[src/rtl/smt_sel_pkg.sv]
package smt_sel_pkg;
  localparam int unsigned ST_W = 3;

  typedef enum logic [ST_W-1:0] {
    ST_IDLE       = 3'd0,
    ST_RUNNING    = 3'd1,
    ST_SQUASHING  = 3'd2,
    ST_TRAP_PEND  = 3'd3,
    ST_FTRAP_PEND = 3'd4
  } thr_status_e;

  typedef enum logic [1:0] {
    POL_ROTATE = 2'd0,
    POL_OLDEST = 2'd1,
    POL_AGGR   = 2'd2,
    POL_RSVD   = 2'd3
  } sel_policy_e;

  function automatic logic status_eligible(logic [ST_W-1:0] st);
    return (st == ST_IDLE) || (st == ST_RUNNING) || (st == ST_FTRAP_PEND);
  endfunction
endpackage

[src/rtl/smt_sel_elig.sv]
module smt_sel_elig
  import smt_sel_pkg::*;
#(
  parameter int unsigned N = 4
) (
  input  logic [ST_W*N-1:0] status_i,
  output logic [N-1:0]      elig_o
);
  for (genvar t = 0; t < N; t++) begin : g_thr
    assign elig_o[t] = status_eligible(status_i[ST_W*t +: ST_W]);
  end
endmodule

[src/rtl/smt_sel_rotate.sv]
module smt_sel_rotate #(
  parameter int unsigned N     = 4,
  parameter int unsigned TID_W = (N > 1) ? $clog2(N) : 1
) (
  input  logic               clk_i,
  input  logic               rst_ni,
  input  logic [N-1:0]       qual_i,
  input  logic               take_i,
  output logic               found_o,
  output logic [TID_W-1:0]   tid_o,
  output logic [N*TID_W-1:0] list_o
);
  logic [TID_W-1:0] lst_q [N];
  logic [TID_W-1:0] lst_n [N];
  logic [TID_W-1:0] pos;

  // first qualifying entry in list order
  always_comb begin
    found_o = 1'b0;
    pos     = '0;
    for (int i = 0; i < N; i++) begin
      if (!found_o && qual_i[lst_q[i]]) begin
        found_o = 1'b1;
        pos     = TID_W'(i);
      end
    end
    tid_o = found_o ? lst_q[pos] : '0;
  end

  // winner goes to tail, entries behind it close the gap
  always_comb begin
    for (int i = 0; i < N; i++) lst_n[i] = lst_q[i];
    if (take_i) begin
      for (int i = 0; i < N - 1; i++) begin
        if (i >= int'(pos)) lst_n[i] = lst_q[i+1];
      end
      lst_n[N-1] = lst_q[pos];
    end
  end

  always_ff @(posedge clk_i or negedge rst_ni) begin
    if (!rst_ni) begin
      for (int i = 0; i < N; i++) lst_q[i] <= TID_W'(i);
    end else begin
      for (int i = 0; i < N; i++) lst_q[i] <= lst_n[i];
    end
  end

  for (genvar i = 0; i < N; i++) begin : g_flat
    assign list_o[TID_W*i +: TID_W] = lst_q[i];
  end
endmodule

[src/rtl/smt_sel_oldest.sv]
module smt_sel_oldest #(
  parameter int unsigned N     = 4,
  parameter int unsigned SEQ_W = 8,
  parameter int unsigned TID_W = (N > 1) ? $clog2(N) : 1
) (
  input  logic [N-1:0]       qual_i,
  input  logic [SEQ_W*N-1:0] seq_i,
  output logic               found_o,
  output logic [TID_W-1:0]   tid_o
);
  logic [SEQ_W-1:0] best;

  // strict less-than keeps the lower index on ties
  always_comb begin
    found_o = 1'b0;
    tid_o   = '0;
    best    = '0;
    for (int i = 0; i < N; i++) begin
      if (qual_i[i] && (!found_o || (seq_i[SEQ_W*i +: SEQ_W] < best))) begin
        found_o = 1'b1;
        tid_o   = TID_W'(i);
        best    = seq_i[SEQ_W*i +: SEQ_W];
      end
    end
  end
endmodule

[src/rtl/smt_commit_sel.sv]
module smt_commit_sel
  import smt_sel_pkg::*;
#(
  parameter int unsigned N     = 4,
  parameter int unsigned SEQ_W = 8,
  localparam int unsigned TID_W = (N > 1) ? $clog2(N) : 1
) (
  input  logic               clk_i,
  input  logic               rst_ni,
  input  logic [1:0]         policy_i,
  input  logic [ST_W*N-1:0]  status_i,
  input  logic [N-1:0]       rob_empty_i,
  input  logic [N-1:0]       head_ready_i,
  input  logic [SEQ_W*N-1:0] head_seq_i,
  input  logic               accept_i,
  output logic               sel_valid_o,
  output logic [TID_W-1:0]   sel_tid_o
);
  logic [N-1:0]       elig;
  logic [N*TID_W-1:0] prio_flat;

  smt_sel_elig #(.N(N)) u_elig (
    .status_i (status_i),
    .elig_o   (elig)
  );

  if (N == 1) begin : g_single
    assign sel_valid_o = elig[0];
    assign sel_tid_o   = '0;
    assign prio_flat   = '0;
  end else begin : g_multi
    logic [N-1:0]     qual;
    logic             rot_found, old_found, use_rot;
    logic [TID_W-1:0] rot_tid, old_tid;

    assign qual    = elig & ~rob_empty_i & head_ready_i;
    assign use_rot = (policy_i == POL_ROTATE);

    smt_sel_rotate #(.N(N), .TID_W(TID_W)) u_rot (
      .clk_i   (clk_i),
      .rst_ni  (rst_ni),
      .qual_i  (qual),
      .take_i  (accept_i && use_rot && rot_found),
      .found_o (rot_found),
      .tid_o   (rot_tid),
      .list_o  (prio_flat)
    );

    smt_sel_oldest #(.N(N), .SEQ_W(SEQ_W), .TID_W(TID_W)) u_old (
      .qual_i  (qual),
      .seq_i   (head_seq_i),
      .found_o (old_found),
      .tid_o   (old_tid)
    );

    assign sel_valid_o = use_rot ? rot_found : old_found;
    assign sel_tid_o   = use_rot ? rot_tid : old_tid;
  end
endmodule

[config.mk]
export PLATFORM = sky130hd
export DESIGN_NAME = smt_commit_sel
export DESIGN_NICKNAME = d
export VERILOG_FILES = /design/src/rtl/smt_sel_pkg.sv /design/src/rtl/smt_sel_elig.sv /design/src/rtl/smt_sel_rotate.sv /design/src/rtl/smt_sel_oldest.sv /design/src/rtl/smt_commit_sel.sv
export SDC_FILE = /design/constraint.sdc
export NUM_CORES = 1
export LEC_CHECK = 0
export BUFFER_PORTS_ARGS = -buffer_cell sky130_fd_sc_hd__buf_2
export CAP_MARGIN = 25
export CORE_UTILIZATION = 45
export DETAILED_ROUTE_END_ITERATION = 8
export PLACE_DENSITY = 0.78
export SYNTH_ARGS = -nofsm -noshare
export SYNTH_HDL_FRONTEND = slang
export SYNTH_SLANG_ARGS = --single-unit
[constraint.sdc]
create_clock -name clk_i -period 5.35 [get_ports clk_i]
set_input_delay 0 -clock clk_i [delete_from_list [all_inputs] [get_ports clk_i]]
set_output_delay 0 -clock clk_i [all_outputs]
set_load 0.05 [all_outputs]
Yosys cells after proc, flatten, opt, wreduce, memory -nomap -nowiden
Index checks and enable logic that the tools add are counted.

Output and inout port bits: 3. Flip-flop bits (word level): 8. Bits of input ports: 57.

Muxes and demuxes: 31. Bitwise logic cells: 4. Reduce and logical (&&, ||, !) cells: 33. $lt $le $gt $ge: 11. Equal/unequal tests: 8.

Operators by type and width (number): < comparator 8 bit (3); 2-to-1 mux 8 bit (3); 2-to-1 mux 2 bit (8); 2-to-1 mux 1 bit (15); == test 3 x 1 -> 1 bit (second input constant) (4); == test 3 bit (second input constant) (4); logical NOT 3 bit (4); < comparator 2 x 3 -> 1 bit (second input constant) (4); logical OR 1 bit (11); bitwise AND 4 bit (2); binary-select mux 1 bit (select 2 bit) (4); logical AND 1 bit (8); logical NOT 1 bit (6); AND reduction 2 bit (3); binary-select mux 2 bit (select 2 bit) (1); greater-or-equal comparator 1 x 2 -> 1 bit (first input constant) (2); inverter 4 bit (1); greater-or-equal comparator 3 bit (second input constant) (1); inverter 2 -> 3 bit (1); greater-or-equal comparator 2 bit (first input constant) (1); logical NOT 2 bit (1).

Logic depth before layout (Yosys ltp)
Gate-level depths: netlist of the first run.

Depth in word-level cells: 23. Mapped depth: 27.

Hierarchy
A second synthesis of the first run with hierarchy kept.

Cells, all modules: 184. Area, all modules: 1601.5 µm².

By module, submodules not included: smt_sel_oldest (area an instance 864.6 µm², times used 1, sequential area each 0.0 µm², cells an instance 116); smt_sel_rotate (area an instance 609.3 µm², times used 1, sequential area each 205.2 µm², cells an instance 51); smt_commit_sel (area an instance 92.6 µm², times used 1, sequential area each 0.0 µm², cells an instance 13); smt_sel_elig (area an instance 35.0 µm², times used 1, sequential area each 0.0 µm², cells an instance 4).

Worst setup path before layout of the first run
OpenSTA, ideal clock, no wires.

Path type: input -> output. From: input rob_empty_i[0]. To: output sel_tid_o[0]. Setup slack: -0.191 ns. Cell stages on the path: 25. Arrival: 5.541 ns. Buffers on the path: 2. Path through: or3b_1 > nor2_1 > clkbuf_1 > nand2_1 > ha_1 > a2111oi_0 > o221ai_1 > a21oi_1 > clkbuf_1 > nor2_1 > a21oi_1 > ha_1 > a21oi_1 > o21ai_0 > a21oi_1 > o21ai_0 > a21oi_2 > mux2_2 > ha_1 > o21ai_0 > a211o_1 > a21oi_1 > nor3_1 > a41oi_1 > o311ai_1.

Longest elaborated chain between the ends: 21. Elaborated cells on any way between the ends: 51. Those cells by class: 3 x order compare; 29 x mux; 4 x bitwise; 15 x reduce/logical.

Ends and longest elaborated chain: start, declared (line smt_commit_sel.sv:12) `input logic [N-1:0] rob_empty_i,`; inverter 4 bit * (line smt_commit_sel.sv:36) `assign qual = elig & ~rob_empty_i & head_ready_i;`; bitwise AND 4 bit * (2 in a row) (line smt_commit_sel.sv:36); branches (longest 17 deep; another with < comparator 8 bit); 2-to-1 mux 2 bit * (line smt_commit_sel.sv:57) `assign sel_tid_o = use_rot ? rot_tid : old_tid;`; end, declared (line smt_commit_sel.sv:17) `output logic [TID_W-1:0] sel_tid_o`.

Mark *: on every way between the ends. The select of a mux whose other input is x is not followed.

Worst setup path after layout of the first run
Ends and elaborated chain as after synthesis.

==> reports/metrics.cfg, run 1 <==
[logic_synthesis]
synth_flop_cell = dfstp_2
synth_area_sq_um = 1510
synth_edf_count = 0
async_flop_share_pct = 100
synth_area_leader_cell = ha_1
ys_seq_elements = 8
synth-seq-area-share_pct = 13.6
synth_top_cell_area_share_pct = 17.4
synth_cells = 178
ys_top_cells_by_area = ha_1, mux2_2, dfstp_2
yosysWarnings = 0
avgSynthCellArea_sq_um = 8.51
yosysUniqueCellTypes = 50
synthesis.nets = 256

[pwr]
clock_power_share_pct = 13.2
power_density_nw_per_um2 = 179
irDropWorstVdd_mv = 0.116
power_frac_seq_pct = 33.4
switching_power_uw = 155
cellLeakagePower_uw = 0.000937
power_uw = 383
pwr-share-comb_pct = 53.4
p_int_uw = 228
p_sw_share_pct = 40.4

[timing]
final-hold-violation-count = 0
tns_ps = 0
relSlewSlack_pct = 62.4
max_slew.worst_pin.slew_ps = 562
finalCriticalPeriod_ps = 5120
setup_violations = 0
final-max-slew-violation-count = 0
skew_ps = 6.03
fmax_ghz = 0.195
min_period_over_period_pct = 95.6
hold_slack_ps = 101

[worst_setup_path]
r2r_cells = 5
ff2ff_setup_slack_ps = 3150
crit_type = in -> out
required_ps = 5350
critPathMaxFanout = 8
endpoint_kind = output pin
cpPeakStageDelay_ps = 380
crit_arrival_ps = 5120
cp-start-kind = input port
crit_slowest_cell = or3b_1
r2r-end = g_multi.u_rot.list_o[7]
r2r_start = g_multi.u_rot.list_o[6]

[floorplan]
core_area_sq_um = 3130
num_rows = 20
dieArea_sq_um = 3600
die_w_um = 60
pin_count = 60
chipHeight_um = 60
start_util_pct = 48.4

[global_route]
grt_usage_pct = 22.8
top_usage_layer = met1
grt_use_met3_pct = 4.11
grt_pass1_vias = 1427
antenna_found_initial = 0
grt.met1_usage_pct = 34.9
grt-ovfl-total = 0
met2_usage_pct = 34.6
grt_pass1_wl_mm = 6.21
grt_start_max_net_pins = 9

[cells_and_area]
area_growth_pct = 41.8
antenna_cells = 0
design_area_sq_um = 2150
largest_reg_flops = 8
drive_above_1_share_pct = 47.6
nets = 333
final_common_cell = buf_2
final_cell_mix = buf_2, ha_1, nor2_1

[placed_design]
post-dp-hpwl_mm = 3.27
io_buffers = 59
gp_congestion = 0.861
dpl_cell_area_sq_um = 1940

[clock_network]
htree_levels = 1
cts_tree = built
cts_sinks = 8
clk_latency_ps = 260
cts_buffer_depth = 2
cts-root-buf = clkbuf_4
numCtsBuffers = 3
clkTransAtPathRegs_ps = 50

[worst_hold_path]
hold_depth = 3
hold_start = accept_i
holdPathEnd = g_multi.u_rot.list_o[6]
hold_path_class = in -> reg

[detailed_routing]
wire_per_inst_um = 13.7
vias = 1703
drt-initial-drc-count = 49
ant_nets = 0
first_pass_iters = 4
drc = 0
drt-total-wl_mm = 4.10
vias_per_cell = 5.71

[run]
cap_viol_max_count = 0

[outcome]
outcome = completed

==> through the flow <==
step	setup WS [ps]	utilization, %	std cells
floorplan	15.3	-	178
global placement	-12.9	62.0	288
detailed placement	-130	62.0	288
CTS	8.48	63.7	293
global route	-53.1	68.6	298
finish	234	68.6	298
==> cell type report <==
type	count	area, sq um
Timing Repair Buffer	75	438
Fill cell	250	981
Multi-Input combinational cell	157	1390
Tap cell	44	55.1
Inverter	10	37.5
Sequential cell	8	205
Clock buffer	4	26.3
==> power by group through the flow <==
stage          Clock, uW  Sequential [uW]  Combinational [uW]
2_1_floorplan          0              113                 135
3_3_place_gp           0              127                 182
3_5_place_dp           0              129                 184
4_1_cts             51.5              127                 187
5_1_grt             55.1              131                 225
6_report            50.5              128                 205
==> cell usage after synthesis, drive strengths merged, types with 4 or more instances <==
cell type	n
ha	21
nor2	17
a21oi	16
nand2	16
mux2	13
inv	10
o21ai	9
mux4	6
a211oi	4
dfrtp	4
dfstp	4
mux2i	4
nor3	4
==> worst max-delay path by stage <==
stage / slack, ps / cells after the start / start / end
final: 230 / 27 / rob_empty_i[0] / sel_tid_o[0]
after global routing: -50 / 27 / rob_empty_i[0] / sel_tid_o[0]
after CTS: 8 / 27 / rob_empty_i[0] / sel_tid_o[1]
after detailed placement: -130 / 27 / rob_empty_i[0] / sel_tid_o[0]
after global placement: -10 / 28 / rob_empty_i[0] / sel_tid_o[0]
after floorplan: 20 / 25 / rob_empty_i[0] / sel_tid_o[1]
==> what timing repair did <==
action	4_1_cts	5_1_grt
hold buffers	1	0
resized for setup	5	26
endpoints found under the hold margin	8	0
endpoints found under the setup margin	2	2
pin swaps	1	7
setup buffers	0	5
==> cell families after synthesis <==
kind of cell | Yosys count | share of synthesized area (%)
mux | 23 | 21.7
flops | 8 | 13.6
fa+ha+maj | 21 | 17.4
simple gates | 62 | 20.7
compound gates | 51 | 23.4
buf+inv | 13 | 3.31
==> critical path, delay by kind of cell <==
kind / cells / cell delay (ps)
adders and majority gates: 3 / 900
AOI/OAI and AO/OA: 14 / 2540
muxes: 1 / 330
buffers and inverters: 5 / 710
and+or+nand+nor: 4 / 630
==> per-layer routing <==
| layer | share of wire [%] | vias up |
|---|---|---|
| li1 | - | 847 |
| met1 | 48 | 784 |
| met2 | 45 | 72 |
| met3 | 7.0 | 0 |
| met4 | 0 | 0 |
| met5 | 0 | - |
Note: power is estimated with default switching activity, not from simulation.
==> run 2: changes to the inputs <==
--- a/config.mk
+++ b/config.mk
@@ -7,6 +7,7 @@
 export LEC_CHECK = 0
 export BUFFER_PORTS_ARGS = -buffer_cell sky130_fd_sc_hd__buf_2
 export CAP_MARGIN = 25
+export CORE_MARGIN = 2
 export CORE_UTILIZATION = 45
 export DETAILED_ROUTE_END_ITERATION = 8
 export PLACE_DENSITY = 0.78
==> run 2 against run 1 <==
Count of clock-buffer cells in the layout did not move. Combinational power is 3% higher. First-iteration DRC count is 63% higher. Clock skew is 0.61 ps higher. Global-route usage barely moved. Critical path type unchanged.
==> reports/metrics.cfg, run 2 (synthesis gave the netlist of run 1 again) <==
[worst_setup_path]
critPathMaxFanout = 8  ; unchanged
cp-start-kind = input port
crit_type = in -> out
cpPeakStageDelay_ps = 390  ; about the same
endpoint_kind = output pin
crit_slowest_cell = or3b_4
r2r_cells = 5  ; unchanged
r2r_start = g_multi.u_rot.list_o[6]
timing.critical_path.mode_cell = a21oi_2
ff2ff_setup_slack_ps = 3100  ; -50 ps
r2r-end = g_multi.u_rot.list_o[7]
crit_arrival_ps = 5140  ; +20 ps
required_ps = 5350  ; about the same
critPathLaunch = rob_empty_i[0]

[clock_network]
clkTransAtPathRegs_ps = 50  ; about the same
htree_levels = 1  ; unchanged
cts-root-buf = clkbuf_4
cts_sinks = 8  ; unchanged
numCtsBuffers = 3  ; unchanged
clk_latency_ps = 250  ; about the same
cts_tree = built
cts_buffer_depth = 2  ; unchanged

[pwr]
power_uw = 388  ; +1.2%
irDropWorstVdd_mv = 0.0988  ; -15%
pwr-share-comb_pct = 54.5  ; +1.1 points
cellLeakagePower_uw = 0.000974  ; +3.9%
clock_power_share_pct = 12.7  ; -0.5 points
power_frac_seq_pct = 32.7  ; -0.7 points
p_sw_share_pct = 40.0  ; -0.39 points
p_int_uw = 233  ; +1.8%
switching_power_uw = 155  ; +0.20%
power_density_nw_per_um2 = 176  ; -1.6%

[cells_and_area]
stdcell_count = 308  ; +3.4%
final_cell_mix = buf_2, buf_4, ha_1
area_growth_pct = 45.8
largest_reg_flops = 8  ; unchanged
nets = 341  ; +2.4%
antenna_cells = 0  ; unchanged
drive_above_1_share_pct = 51.5  ; +3.9 points
design_area_sq_um = 2210  ; +2.8%
final_core_util_pct = 67.2  ; -1.4 points
final_common_cell = buf_2

[detailed_routing]
vias_per_cell = 5.65  ; -1.1%
vias = 1741  ; +2.2%
ant_nets = 0  ; unchanged
drt-initial-drc-count = 80  ; +63%
first_pass_iters = 4  ; unchanged
wire_per_inst_um = 14.7  ; +7.0%
drc = 0  ; unchanged
drt-total-wl_mm = 4.53  ; +11%

[outcome]
outcome = completed

[timing]
min_period_over_period_pct = 96.0  ; +0.41 points
setup_violations = 0  ; unchanged
fmax_ghz = 0.195  ; -0.43%
final-hold-violation-count = 0  ; unchanged
relSlewSlack_pct = 63.7  ; +1.4 points
final-max-slew-violation-count = 0  ; unchanged
finalCriticalPeriod_ps = 5140  ; +22.1 ps
skew_ps = 6.64  ; +0.608 ps
max_slew.worst_pin.slew_ps = 542  ; -20.4 ps
tns_ps = 0  ; unchanged

[global_route]
grt_start_max_net_pins = 9  ; unchanged
grt_pass1_vias = 1665  ; +17%
grt_usage_pct = 22.8  ; about the same
grt_pass1_wl_mm = 6.72  ; +8.2%
antenna_found_initial = 0  ; unchanged
grt-ovfl-total = 0  ; unchanged

[floorplan]
start_util_pct = 46.1  ; -2.3 points
core_area_sq_um = 3280  ; +5.0%
num_rows = 21  ; +5.0%
dieArea_sq_um = 3840  ; +6.8%
die_w_um = 62  ; +3.3%
pin_count = 60  ; unchanged
chipHeight_um = 62  ; +3.3%

[placed_design]
gp_congestion = 0.879  ; +2.1%
io_buffers = 59  ; unchanged
dp.cells = 297  ; +3.1%
post-dp-hpwl_mm = 3.53  ; +7.9%
dpl_cell_area_sq_um = 1990  ; +2.8%

[worst_hold_path]
hold_depth = 3  ; unchanged
holdPathEnd = g_multi.u_rot.list_o[6]
hold_start = accept_i
hold_path_class = in -> reg

[run]
cap_viol_max_count = 0  ; unchanged

## run 2: power groups by stage
stage | sequential, uW | clock (uW) | combinational (uW)
5_1_grt | 129 | 55.6 | 230
3_5_place_dp | 127 | 0 | 189
3_3_place_gp | 126 | 0 | 186
6_report | 127 | 49.3 | 212
2_1_floorplan | 113 | 0 | 135
4_1_cts | 126 | 51.2 | 195
## run 2: layer usage
metal	part of all wire, %	GRT usage (%)	vias up
li1	-	-	861
met1	44	30.4	797
met2	49	40.2	81
met3	6.8	3.11	2
met4	0.42	2.74	0
met5	0	0	-
## run 2: worst max path at each step
stage | end | slack (ps) | depth (start not counted)
after floorplan | sel_tid_o[1] | 20 | 25
after global placement | sel_tid_o[0] | -100 | 27
after detailed placement | sel_tid_o[0] | -200 | 27
after CTS | sel_tid_o[0] | 0.8 | 28
after global routing | sel_tid_o[0] | -60 | 28
final | sel_tid_o[0] | 210 | 28
## run 2: what timing repair did
action | in CTS | in global routing
pin swaps | 1 | 12
gates resized for setup | 10 | 24
setup endpoints to repair | 2 | 2
endpoints found under the hold margin | 8 | 0
hold buffers | 1 | 0
cloned | 0 | 0
setup buffers | 2 | 4
## run 2: final cells by class
cell class	instances	area, sq um
clock buffer	4	26.3
fill	258	1080
inverter	10	37.5
multi-input combinational	157	1390
sequential	8	205
tap	46	57.6
timing repair buffer	83	490
## run 2: critical path, delay by kind of cell
family	cells	cell delay, ps
AOI/OAI and AO/OA	14	2340
buffers and inverters	5	800
adders and majority gates	3	800
and+or+nand+nor	5	850
muxes	1	330
## run 2: stage by stage
step | worst slack [ps] | hold slack [ps]
floorplan | 15.3 | -296
global placement | -105 | -158
detailed placement | -202 | -153
CTS | 0.785 | 83.2
global route | -58.3 | 98.6
finish | 212 | 92.4
==> run 3: changes to the inputs <==
--- a/config.mk
+++ b/config.mk
@@ -10,7 +10,8 @@
 export CORE_MARGIN = 2
 export CORE_UTILIZATION = 45
 export DETAILED_ROUTE_END_ITERATION = 8
-export PLACE_DENSITY = 0.78
+export PLACE_DENSITY = 0.77
 export SYNTH_ARGS = -nofsm -noshare
 export SYNTH_HDL_FRONTEND = slang
+export SYNTH_HIERARCHICAL = 1
 export SYNTH_SLANG_ARGS = --single-unit
==> run 3 against run 2 <==
Sequential power fell by 8%. Largest cell class unchanged. Worst hold slack got worse by 8.0 ps. Cell area fell by 5.6%. Count of clock-buffer cells in the layout did not move.
==> reports/metrics.cfg, run 3 <==
[global_route]
grt-ovfl-total = 0  ; unchanged
grt_pass1_wl_mm = 6.62  ; -1.4%
antenna_found_initial = 0  ; unchanged
grt_pass1_vias = 1543  ; -7.3%
grt_start_max_net_pins = 15  ; +6
grt_usage_pct = 19.9  ; -2.8 points

[logic_synthesis]
synth_area_leader_cell = ha_1
yosysWarnings = 6  ; +6
synth_compound_area_share_pct = 21.7  ; -1.7 points
synth_fa_ha_area_share_pct = 16.4  ; -0.95 points
ys_top_cells_by_area = ha_1, mux2_4, dfstp_2
avgSynthCellArea_sq_um = 8.70  ; +2.3%
synth-simple-area-share_pct = 22.7  ; +2.1 points
synth_flop_cell = dfstp_2
synth-xor-area-share_pct = 0  ; unchanged
synth_area_sq_um = 1600  ; +5.8%
synthesis.nets = 262  ; +2.3%
ys_seq_elements = 8  ; unchanged
async_flop_share_pct = 100  ; unchanged
synth_mux_area_share_pct = 21.6  ; -0.17 points
synth_edf_count = 0  ; unchanged
synth_top_cell_area_share_pct = 16.4  ; -0.95 points
synth_top_family_by_area = simple AND/OR/NAND/NOR gates
yosysUniqueCellTypes = 44  ; -12%
synth_cells = 184  ; +3.4%
synth-seq-area-share_pct = 12.8  ; -0.74 points
synth_common_cells = ha_1, nand2_1, nor2_1

[worst_setup_path]
endpoint_kind = output pin
worstPathBufferInverterCount = 4  ; -1
r2r_cells = 6  ; +1
cpLargestDelayFamily = compound AO/OA/AOI/OAI gates
crit_type = in -> out
path_depth = 28  ; unchanged
r2r_start = g_multi.u_rot/list_o[6]
required_ps = 5350  ; about the same
ff2ff_setup_slack_ps = 2700  ; -400 ps
cp-endpoint = sel_tid_o[0]
timing.critical_path.mode_cell = ha_1
cpPeakStageDelay_ps = 360  ; -30 ps
critPathMaxFanout = 9  ; +1
r2r-end = g_multi.u_rot/list_o[1]
critPathLaunch = status_i[2]
crit_slowest_cell = a41o_2
cp-start-kind = input port
crit_arrival_ps = 5070  ; -70 ps

[floorplan]
dieArea_sq_um = 4050  ; +5.4%
die_w_um = 63.7  ; +2.7%
pin_count = 60  ; unchanged
num_rows = 21  ; unchanged
chipHeight_um = 63.7  ; +2.7%
core_area_sq_um = 3390  ; +3.2%
start_util_pct = 47.2  ; +1.2 points

[timing]
setup_slack_ps = 280  ; +68.5 ps
min_period_over_period_pct = 94.8  ; -1.3 points
final-hold-violation-count = 0  ; unchanged
fmax_ghz = 0.197  ; +1.4%
hold_slack_ps = 84.4  ; -8.00 ps
max_slew.worst_pin.slew_ps = 537  ; -5.04 ps
setup_violations = 0  ; unchanged
skew_ps = 14.5  ; +7.85 ps
final-max-slew-violation-count = 0  ; unchanged
relSlewSlack_pct = 63.7  ; about the same
finalCriticalPeriod_ps = 5070  ; -68.5 ps

[clock_network]
cts_tree = built
clk_latency_ps = 270  ; +20 ps
clkTransAtPathRegs_ps = 60  ; about the same
cts-root-buf = clkbuf_4
numCtsBuffers = 3  ; unchanged
cts_buffer_depth = 2  ; unchanged
cts_sinks = 8  ; unchanged
htree_levels = 1  ; unchanged

[run]
cap_viol_max_count = 0  ; unchanged

[cells_and_area]
final_cell_mix = buf_2, nand2_1, ha_1
antenna_cells = 0  ; unchanged
drive_above_1_share_pct = 44.7  ; -6.8 points
design_area_sq_um = 2080  ; -5.6%
area_growth_pct = 30.2
nets = 334  ; -2.1%
final_common_cell = buf_2
largest_reg_flops = 8  ; unchanged

[outcome]
outcome = completed

[placed_design]
gp_congestion = 0.866  ; -1.5%
dp_slack_ps = -74.8  ; +127 ps
dpl_cell_area_sq_um = 1960  ; -1.8%
io_buffers = 59  ; unchanged
post-dp-hpwl_mm = 3.45  ; -2.3%

[pwr]
irDropWorstVdd_mv = 0.124  ; +25%
power_uw = 386  ; -0.46%
power_density_nw_per_um2 = 185  ; +5.4%
cellLeakagePower_uw = 0.00101  ; +3.3%

[detailed_routing]
wire_per_inst_um = 13.6  ; -7.4%
drc = 0  ; unchanged
drt-initial-drc-count = 47  ; -41%
drt-total-wl_mm = 4.10  ; -9.5%
vias_per_cell = 5.51  ; -2.6%
ant_nets = 0  ; unchanged
vias = 1658  ; -4.8%
first_pass_iters = 4  ; unchanged

[worst_hold_path]
hold_path_class = in -> async

run 3: metrics by stage:
stage          instances  TNS (ps)  utilization [%]
6_report             301         0             61.5
5_1_grt              301     -62.4             61.5
4_1_cts              297         0             59.3
3_5_place_dp         290     -74.8             57.7
3_3_place_gp         290         0             57.7
2_1_floorplan        184         0                -
run 3: final cells by class:
| cell class | count | area [sq um] |
|---|---|---|
| Multi-Input combinational cell | 161 | 1360 |
| Tap cell | 46 | 57.6 |
| Timing Repair Buffer | 71 | 398 |
| Sequential cell | 8 | 205 |
| Fill cell | 297 | 1310 |
| Inverter | 11 | 41.3 |
| Clock buffer | 4 | 26.3 |
run 3: worst min-delay path by stage:
stage	start	to	slack [ps]	cells after the start
after floorplan	rst_ni	g_multi.u_rot/list_o[0]	-300	0
after global placement	rst_ni	g_multi.u_rot/list_o[4]	-160	1
after detailed placement	rst_ni	g_multi.u_rot/list_o[4]	-160	1
after CTS	rst_ni	g_multi.u_rot/list_o[3]	70	2
after global routing	rst_ni	g_multi.u_rot/list_o[1]	70	2
final	rst_ni	g_multi.u_rot/list_o[3]	80	2
run 3: layer usage:
| layer | global-route usage (%) | vias up | wire length [um] |
|---|---|---|---|
| met5 | 0 | - | 0 |
| met4 | 4.35 | 0 | 36 |
| met3 | 3.75 | 5 | 260 |
| met2 | 33.8 | 69 | 1940 |
| met1 | 26.2 | 747 | 1860 |
| li1 | - | 837 | - |
run 3: worst register-to-register path: cells and delay by family, from the launching register on:
family / cells / cell delay, ps
and+or+nand+nor: 3 / 860
AOI/OAI and AO/OA: 1 / 160
muxes: 2 / 920
DFF: 1 / 600
run 3: what timing repair did:
action                                  CTS  global route
hold buffers                              1             0
setup buffers                             2             4
endpoints found under the setup margin    1             2
cloned                                    0             0
resized for setup                         1            11
pin swaps                                 1             2
hold endpoints to repair                  8             0
run 3: kinds of logic after synthesis:
family | after synthesis
compound gates | 45
mux | 23
simple gates | 72
fa+ha+maj | 21
buf+inv | 15
flops | 8
run 3: report_power, final:
part | leakage (uW) | switching, uW | internal, uW
Clock | 0.0000150 | 24.2 | 28.7
Combinational | 0.000894 | 106 | 110
Sequential | 0.0000966 | 28.8 | 88.6
